==> src/rtl/phy_rst_seq.sv <==
module phy_rst_seq #(
  parameter int DLY_W     = 20,
  parameter int US_PER_MS = 1000
) (
  input  logic             clk,
  input  logic             rst_n,
  input  logic             start_i,
  input  logic             active_low_i,
  input  logic [DLY_W-1:0] dly0_i,
  input  logic [DLY_W-1:0] dly1_i,
  input  logic [DLY_W-1:0] dly2_i,
  input  logic             us_tick_i,
  output logic             rst_pin_o,
  output logic             done_o
);

  localparam int CNT_W = DLY_W + 1 + $clog2(US_PER_MS + 1);
  localparam logic [CNT_W-1:0] STEP = CNT_W'(US_PER_MS);
  localparam logic [CNT_W-1:0] ONE  = CNT_W'(1);

  typedef enum logic [1:0] {S_IDLE, S_PH0, S_PH1, S_PH2} state_t;

  state_t           state_q, state_d;
  logic [CNT_W-1:0] cnt_q, cnt_d;
  logic [DLY_W-1:0] d0_q, d1_q, d2_q;
  logic             pol_q, done_d;
  logic             busy, advance, take;
  logic [DLY_W-1:0] s0, s1, s2;
  logic [CNT_W-1:0] r0, r1, r2;
  logic             en0, en1, en2;

  function automatic logic [CNT_W-1:0] round_up(input logic [DLY_W-1:0] d);
    logic [CNT_W-1:0] dd;
    dd = CNT_W'(d);
    return ((dd + STEP - ONE) / STEP) * STEP;
  endfunction

  assign busy = (state_q != S_IDLE);
  assign take = !busy && start_i;

  assign s0 = busy ? d0_q : dly0_i;
  assign s1 = busy ? d1_q : dly1_i;
  assign s2 = busy ? d2_q : dly2_i;

  assign r0 = round_up(s0);
  assign r1 = round_up(s1);
  assign r2 = round_up(s2);

  assign en0 = (state_q == S_IDLE) && (r0 != '0);
  assign en1 = ((state_q == S_IDLE) || (state_q == S_PH0)) && (r1 != '0);
  assign en2 = (state_q != S_PH2) && (r2 != '0);

  assign advance = take || (busy && us_tick_i && (cnt_q == ONE));

  always_comb begin
    state_d = state_q;
    cnt_d   = cnt_q;
    done_d  = 1'b0;
    if (advance) begin
      if (en0) begin
        state_d = S_PH0;
        cnt_d   = r0;
      end else if (en1) begin
        state_d = S_PH1;
        cnt_d   = r1;
      end else if (en2) begin
        state_d = S_PH2;
        cnt_d   = r2;
      end else begin
        state_d = S_IDLE;
        cnt_d   = '0;
        done_d  = 1'b1;
      end
    end else if (busy && us_tick_i) begin
      cnt_d = cnt_q - ONE;
    end
  end

  always_ff @(posedge clk or negedge rst_n) begin
    if (!rst_n) begin
      state_q <= S_IDLE;
      cnt_q   <= '0;
      done_o  <= 1'b0;
      pol_q   <= 1'b0;
      d0_q    <= '0;
      d1_q    <= '0;
      d2_q    <= '0;
    end else begin
      state_q <= state_d;
      cnt_q   <= cnt_d;
      done_o  <= done_d;
      if (take) begin
        pol_q <= active_low_i;
        d0_q  <= dly0_i;
        d1_q  <= dly1_i;
        d2_q  <= dly2_i;
      end
    end
  end

  assign rst_pin_o = (busy ? pol_q : active_low_i) ^ (state_q == S_PH1);

  AST_DONE_SINGLE: assert property (@(posedge clk) disable iff (!rst_n)
    (done_o && !start_i) |=> !done_o);
  AST_DONE_IN_IDLE: assert property (@(posedge clk) disable iff (!rst_n)
    done_o |-> (state_q == S_IDLE || $past(start_i)));
  AST_STALL_NO_TICK: assert property (@(posedge clk) disable iff (!rst_n)
    (busy && !us_tick_i) |=> ($stable(cnt_q) && $stable(state_q)));
  AST_POL_HELD: assert property (@(posedge clk) disable iff (!rst_n)
    busy |=> (!busy || $stable(pol_q)));
  AST_CNT_LIVE: assert property (@(posedge clk) disable iff (!rst_n)
    busy |-> (cnt_q != '0));
  AST_NO_BACK_FROM_PH1: assert property (@(posedge clk) disable iff (!rst_n)
    (state_q == S_PH1) |=> (state_q != S_PH0));
  AST_NO_BACK_FROM_PH2: assert property (@(posedge clk) disable iff (!rst_n)
    (state_q == S_PH2) |=> (state_q == S_PH2 || state_q == S_IDLE));
  AST_START_IGNORED: assert property (@(posedge clk) disable iff (!rst_n)
    (busy && start_i && !us_tick_i) |=> $stable(state_q));

endmodule

==> config.mk <==
export PLATFORM = sky130hd
export DESIGN_NAME = phy_rst_seq
export DESIGN_NICKNAME = d
export VERILOG_FILES = /design/src/rtl/phy_rst_seq.sv
export SDC_FILE = /design/constraint.sdc
export NUM_CORES = 1
export LEC_CHECK = 0
export BUFFER_PORTS_ARGS = -buffer_cell sky130_fd_sc_hd__clkbuf_2
export CORE_ASPECT_RATIO = 2
export CORE_UTILIZATION = 55
export CTS_CLUSTER_DIAMETER = 150
export CTS_CLUSTER_SIZE = 25
export DETAILED_ROUTE_END_ITERATION = 6
export HOLD_SLACK_MARGIN = 0.08
export PLACE_DENSITY_LB_ADDON = 0.15
export SYNTH_ARGS = -nofsm -noshare
export SYNTH_HDL_FRONTEND = slang
export SYNTH_SLANG_ARGS = --single-unit
==> constraint.sdc <==
create_clock -name clk -period 18.65 [get_ports clk]
set_input_delay 0.9325 -clock clk [delete_from_list [all_inputs] [get_ports clk]]
set_output_delay 0.9325 -clock clk [all_outputs]
set_load 0.02 [all_outputs]
==> results of run 1 <==
[cell usage in the layout, fill, tap and decap left out, types with 21 or more instances in the layout]
cell type                  instances
sky130_fd_sc_hd__ha_1            146
sky130_fd_sc_hd__a211oi_1         39
sky130_fd_sc_hd__xnor2_1         131
sky130_fd_sc_hd__o21ai_0         128
sky130_fd_sc_hd__mux2_2           24
sky130_fd_sc_hd__and2_1           30
sky130_fd_sc_hd__o21a_1           21
sky130_fd_sc_hd__nand3_1          73
sky130_fd_sc_hd__a31oi_1          42
sky130_fd_sc_hd__nor4_1           40
sky130_fd_sc_hd__xor2_1           34
sky130_fd_sc_hd__a21o_1           27
sky130_fd_sc_hd__o22ai_1          29
sky130_fd_sc_hd__mux2i_1          74
sky130_fd_sc_hd__o31ai_1          22
sky130_fd_sc_hd__or3_1            29
sky130_fd_sc_hd__dfrtp_1          93
sky130_fd_sc_hd__nor2_1          177
sky130_fd_sc_hd__and3_1           23
sky130_fd_sc_hd__nand2_1         409
sky130_fd_sc_hd__inv_1           245
sky130_fd_sc_hd__o21bai_1         39
sky130_fd_sc_hd__buf_4            67
sky130_fd_sc_hd__nor3_1          100
sky130_fd_sc_hd__o211ai_1         43
sky130_fd_sc_hd__a21oi_1         159
sky130_fd_sc_hd__clkbuf_2         65
sky130_fd_sc_hd__fa_1            114
[layer usage]
layer	vias to the layer above	share of wire [%]
met5	-	0.028
met4	4	8.7
met3	329	4.1
li1	10770	-
met2	809	55
met1	11242	32
[logic make-up (layout without fill, tap and decap cells)]
kind of cell	after synthesis	count (layout)	share of synthesized area [%]
and+or+nand+nor	1057	1058	23.1
AOI/OAI and AO/OA	860	860	28.4
buffers and inverters	362	409	6.91
adders and majority gates	269	269	18.5
xor gates and xnor gates	176	176	7.19
muxes	111	111	5.31
DFF	95	95	10.5
other	2	20	0.0331
[layout make-up]
| class | count | area (sq um) |
|---|---|---|
| inverters | 261 | 992 |
| flip-flops and latches | 95 | 2380 |
| fillers | 3799 | 16400 |
| clock buffers | 10 | 239 |
| multi-input cells | 2492 | 19000 |
| well taps | 530 | 663 |
| clock inverters | 6 | 36.3 |
| repair buffers | 132 | 828 |
| diodes | 2 | 5.00 |
[flip-flops by register name, summed over array words and instances, names as in the netlist]
signal / count
cnt_q: 31
d0_q: 20
d1_q: 20
d2_q: 20
done_o: 1
pol_q: 1
state_q: 2
[worst paths after layout]
path,start,endpoint,slack [ns],cells after the start
hold reg to reg,d2_q[17],d2_q[17],0.48,2
setup reg to reg,state_q[1],cnt_q[19],0.90,67
setup / recovery,state_q[1],cnt_q[19],0.90,67
hold / removal,d2_q[17],d2_q[17],0.48,2
min in group asynchronous,rst_n,d2_q[16],0.59,1
max in group asynchronous,rst_n,d0_q[0],16.90,2
[tightest hold or removal path, delay by kind of cell (launching register included)]
| family | cells | cell delay [ns] |
|---|---|---|
| simple gates | 2 | 0.11 |
| flops | 1 | 0.35 |
[through the flow]
step	utilization [%]	instance area, sq um	hold WS, ns	setup WS, ns	TNS [ns]
3_3_place_gp	58.2	23600	0.457	0.124	0
3_5_place_dp	58.2	23600	0.459	-0.182	-0.382
4_1_cts	59.0	23900	0.482	0.119	0
2_1_floorplan	-	22700	0.439	1.48	0
5_1_grt	59.6	24100	0.501	-0.0734	-0.159
6_report	59.6	24100	0.484	0.905	0
[what timing repair did]
| action | 4_1_cts | 5_1_grt |
|---|---|---|
| buffers inserted | 3 | 11 |
| setup endpoints to repair | 8 | 23 |
| resized for setup | 2 | 31 |
| cloned | 0 | 1 |
| pin swaps | 1 | 7 |
==> results.txt, run 1 <==
----------------------------------------------------
[CTS]
  Clock insertion delay at the later pin of the skew report ... 0.37 ns
  TritonCTS clock tree ... done
  Number of clock sinks ... 95
  Post-CTS Hold Buffers ... 0
  Root Driver ... sky130_fd_sc_hd__clkbuf_16
  Number of buffers between clock root and the deepest sink ... 2
  Number of buffers created by CTS ... 9
  Clock transition at the register clock pins on the worst setup and hold paths after CTS ... 0.07 ns
  CTS H-tree lvls ... 3

[Worst hold path]
  Min-Delay Path Class ... reg -> reg

[Timing]
  Worst slew pin tran ... ~1.2 ns
  Clock Skews ... ~0.0095 ns
  Final worst path period need ... approximately 18 ns
  Final hold violation count ... 0
  Tightest slew margin relative to the limit ... 17.7%
  Highest clock frequency the design can meet ... 56.4 MHz
  Final period utilization ... a little over nine tenths
  Endpoints failing setup ... 0
  Final-report max-slew violation count ... 0

[Setup path]
  Path type of the worst setup path ... reg -> reg
  Startpoint kind of the worst setup timing path ... flip-flop
  Critical path buffers and inverters ... 8
  Critical path peak fanout ... 23
  CP Capture Type ... flip-flop
  Worst EP required ... 18.90 ns
  CP delay by family, top ... compound AO/OA/AOI/OAI gates
  Slowest cell on the critical path ... sky130_fd_sc_hd__or4_1
  Critical path arrival ... about 18 ns
  Delay contributed by the slowest stage of the critical path ... 0.70 ns
  Most used cell along the critical path ... sky130_fd_sc_hd__a21oi_1

[Routing]
  Antenna viol nets, final ... 0
  Residual DRC ... 0
  WL final ... between 70 and 80 mm
  Initial detailed-routing violation count ... around 1,200
  Routed via count divided by cell count ... approximately 6.6
  DR WL/cell ... 21.9 um
  Via count of the routed design ... 23,154
  Detailed-routing iteration count for the pre-antenna-repair pass ... 6

[Layout]
  Count of nets after finishing ... 3,316
  Fraction of final layout cells with drive strength greater than 1 ... a little over an eighth
  Non-filler instance count after layout ... 3,528
  Area Growth Syn to Fin ... 6.31%

[Global routing]
  Global routing usage summed across all routing layers ... 36.1%
  Via count of the first global-routing pass ... about 24,000
  Top Usage Layer GRT ... met2
  Maximum number of pins on one net before global-route repair ... 68
  Met3 Use GR ... around 4.4%
  GRT met2 Usage ... 73.0%
  Antenna violations before repair ... 4
  M1 GR Usage ... 31.0%
  Total congestion overflow after global routing ... 0
  First-pass GRT wire length ... ~120 mm

[Floorplan]
  Row count ... roughly 100
  Effective utilization at floorplan ... 56.0%
  I/O pin total ... 67
  Total die area ... around 42,000 sq um
  Floorplan core area ... 40,500 sq um
  Die Height ... 289 um
  Die width ... 146 um

[Logic synthesis]
  Instance count of the mapped netlist ... 2,932
  Sequential element share of the synthesized area ... a little over a tenth
  Synth Warn # ... 0
  Cell area after synthesis ... 22,700 sq um
  Most area-consuming cells after synthesis ... sky130_fd_sc_hd__dfrtp_1 10%, sky130_fd_sc_hd__fa_1 10%, sky130_fd_sc_hd__ha_1 8.1%
  Library cell occupying the most area in the post-synthesis netlist ... sky130_fd_sc_hd__dfrtp_1
  Number of enable flip-flop cells after synthesis ... 0
  Synth top area share ... 10.5%
  Total of flip-flops plus latches after synthesis ... 95
  Number of distinct library cells after synthesis ... 150
  Commonest cells in the netlist ... 410 x sky130_fd_sc_hd__nand2_1, 246 x sky130_fd_sc_hd__inv_1, 180 x sky130_fd_sc_hd__nor2_1, 161 x sky130_fd_sc_hd__a21oi_1, 146 x sky130_fd_sc_hd__ha_1
  Most common cell in the synthesized netlist ... sky130_fd_sc_hd__nand2_1
  Average footprint of a synthesized cell ... around 7.7 sq um
  Leading register cell type out of synthesis ... sky130_fd_sc_hd__dfrtp_1
  Fraction of registers with async set or reset after synthesis ... 100%

[Placement]
  Half-perimeter wire length of the detailed placement result ... 63.0 mm
  Number of buffers inserted by port buffering ... 66
  Cell count after placement ... ~3,500
  Last weighted congestion value of the routability-driven placer ... between 1 and 1.5

[Run]
  Max-capacitance violation count ... 0

[Outcome]
  Status ... completed

----------------------------------------------------
Power of run 1 is not shown: default switching activity piles up to over one toggle a cycle in this logic, so the estimate is an artifact.
==> run 2, diff against run 1 <==
SETUP_SLACK_MARGIN = 0.1   (was default)
clock period = 19.28 ns   (was 18.65 ns; I/O delays follow)
==> results.txt, run 2 (synthesized netlist as in run 1, its figures left out) <==
----------------------------------------------------
[Global routing]
  Maximum number of pins on one net before global-route repair ... 71 (+4.4%)
  First-pass GRT wire length ... 121 mm (+0.21%)
  Global routing usage summed across all routing layers ... 36.1% (about the same)
  Met3 Use GR ... 3.15% (-1.3 points)
  GRT met2 Usage ... 70.7% (-2.4 points)
  M1 GR Usage ... 34.5% (+3.5 points)
  Antenna violations before repair ... 0 (-4)
  Top Usage Layer GRT ... met2
  Total congestion overflow after global routing ... 0 (unchanged)
  Via count of the first global-routing pass ... 22,993 (-2.2%)

[Placement]
  Last weighted congestion value of the routability-driven placer ... 0.967 (-4.2%)
  Half-perimeter wire length of the detailed placement result ... 62.1 mm (-1.4%)
  Number of buffers inserted by port buffering ... 66 (unchanged)
  Placed cell areas ... 23,500 sq um (-0.36%)

[Timing]
  Final worst path period need ... 18.02 ns (+0.274 ns)
  Fin Hold WS ... 0.477 ns (-0.00678 ns)
  Unrepaired setup endpoints after global routing ... false
  Aggregate negative setup slack ... 0 ns (unchanged)
  Tightest slew margin relative to the limit ... 13.5% (-4.2 points)
  Clock Skews ... 0.0137 ns (+0.00422 ns)
  Highest clock frequency the design can meet ... 55.5 MHz (-1.5%)
  Final-report max-slew violation count ... 0 (unchanged)
  Final period utilization ... 93.5% (-1.7 points)
  Final hold violation count ... 0 (unchanged)
  Endpoints failing setup ... 0 (unchanged)
  Worst slew pin tran ... 1.30 ns (+0.0766 ns)

[Routing]
  Via count of the routed design ... 22,770 (-1.7%)
  Initial detailed-routing violation count ... 1,196 (-2.8%)
  DR WL/cell ... 21.6 um (-1.3%)
  Antenna viol nets, final ... 0 (unchanged)
  Detailed-routing iteration count for the pre-antenna-repair pass ... 5 (-1)
  WL final ... 75.8 mm (-2.1%)
  Routed via count divided by cell count ... 6.50 (-0.90%)
  Residual DRC ... 0 (unchanged)

[Setup path]
  Path type of the worst setup path ... reg -> reg
  Critical path arrival ... 18.24 ns (+0.24 ns)
  Delay contributed by the slowest stage of the critical path ... 0.56 ns (-0.14 ns)
  Slowest cell on the critical path ... sky130_fd_sc_hd__dfrtp_2
  Setup slack, reg-to-reg ... 1.26 ns (+0.36 ns)
  Critical path peak fanout ... 31 (+35%)
  CP Capture Type ... flip-flop
  Worst EP required ... 19.50 ns (+0.60 ns)
  Startpoint kind of the worst setup timing path ... flip-flop
  Most used cell along the critical path ... sky130_fd_sc_hd__a21oi_1

[CTS]
  TritonCTS clock tree ... done
  Number of buffers created by CTS ... 9 (unchanged)
  Number of buffers between clock root and the deepest sink ... 2 (unchanged)
  CTS H-tree lvls ... 3 (unchanged)
  Number of clock sinks ... 95 (unchanged)
  Root Driver ... sky130_fd_sc_hd__clkbuf_16
  Clock insertion delay at the later pin of the skew report ... 0.38 ns (about the same)
  Post-CTS Hold Buffers ... 0 (unchanged)
  Clock transition at the register clock pins on the worst setup and hold paths after CTS ... 0.08 ns (about the same)

[Floorplan]
  Die width ... 146 um (unchanged)
  Die Height ... 289 um (unchanged)
  Row count ... 104 (unchanged)
  Effective utilization at floorplan ... 56.0% (unchanged)
  I/O pin total ... 67 (unchanged)
  Floorplan core area ... 40,500 sq um (unchanged)
  Total die area ... 42,100 sq um (unchanged)

[Layout]
  Fraction of final layout cells with drive strength greater than 1 ... 12.0% (-1.1 points)
  Most common cell after layout, fill and taps aside ... sky130_fd_sc_hd__nand2_1
  Count of nets after finishing ... 3,291 (-0.75%)
  Largest reg by FF count ... cnt_q
  Final std cell area, no fill ... 23,900 sq um (-0.71%)
  # fillers ... 3,842 (+1.1%)
  Area Growth Syn to Fin ... 5.56%
  Antenna Diode Count ... 0 (-2)
  Flip-flop count of the largest register, all copies and words added ... 31 (unchanged)
  Commonest cells after routing, fill and taps aside ... 409 x sky130_fd_sc_hd__nand2_1, 246 x sky130_fd_sc_hd__inv_1, 178 x sky130_fd_sc_hd__nor2_1, 159 x sky130_fd_sc_hd__a21oi_1, 146 x sky130_fd_sc_hd__ha_1

[Worst hold path]
  Min-Delay Path Class ... reg -> reg

[Run]
  Max-capacitance violation count ... 0 (unchanged)

[Outcome]
  Status ... completed

----------------------------------------------------
## run 2: cell types whose count changed in the layout (fill, tap and decap cells not counted), sizes merged
cell,delta
buf,-24
inv,+4
clkinv,-2
diode,-2
clkbuf,-1
clkinvlp,-1
or2,-1
## run 2: layout make-up
type	instances	area [sq um]	area share (%)
Inverter	261	992	4.14
Multi-Input combinational cell	2491	18900	79.1
Clock inverter	7	81.3	0.340
Tap cell	530	663	2.77
Timing Repair Buffer	108	664	2.77
Clock buffer	9	225	0.941
Sequential cell	95	2380	9.94
## run 2: what timing repair did
action / 4_1_cts / 5_1_grt
setup buffers: 0 / 4
endpoints found under the setup margin: 0 / 23
gates resized for setup: 0 / 20
endpoints found under the hold margin: 0 / 0
## run 2: worst paths after layout
check	start	endpoint	depth (start not counted)
max in group asynchronous	rst_n	state_q[0]	2
hold reg to reg	d2_q[17]	d2_q[17]	2
setup reg to reg	state_q[1]	state_q[0]	71
hold / removal	d2_q[17]	d2_q[17]	2
min in group asynchronous	rst_n	d2_q[19]	1
setup / recovery	state_q[1]	state_q[0]	71
## run 2: per-layer routing
metal  vias up  wire length [um]
li1      10725                 -
met4         0              5920
met5         -                 0
met1     11006             25800
met2       750             41400
met3       289              2670
## run 2: critical path: cells and delay by family (launching register included)
kind	cells	cell delay [ns]
simple gates	15	4.08
flops	1	0.56
fa+ha+maj	6	2.58
buf+inv	13	2.10
mux	2	0.74
compound gates	34	7.57
xor+xnor	1	0.16
## run 2: metrics by stage
step / utilization [%] / setup slack (ns) / cells
2_1_floorplan: - / 2.11 / 2948
3_3_place_gp: 58.0 / 1.42 / 3481
3_5_place_dp: 58.0 / 0.941 / 3481
4_1_cts: 58.8 / 0.831 / 3497
5_1_grt: 59.2 / 0.101 / 3501
6_report: 59.2 / 1.26 / 3501
Power of run 2 is left out for the same reason.
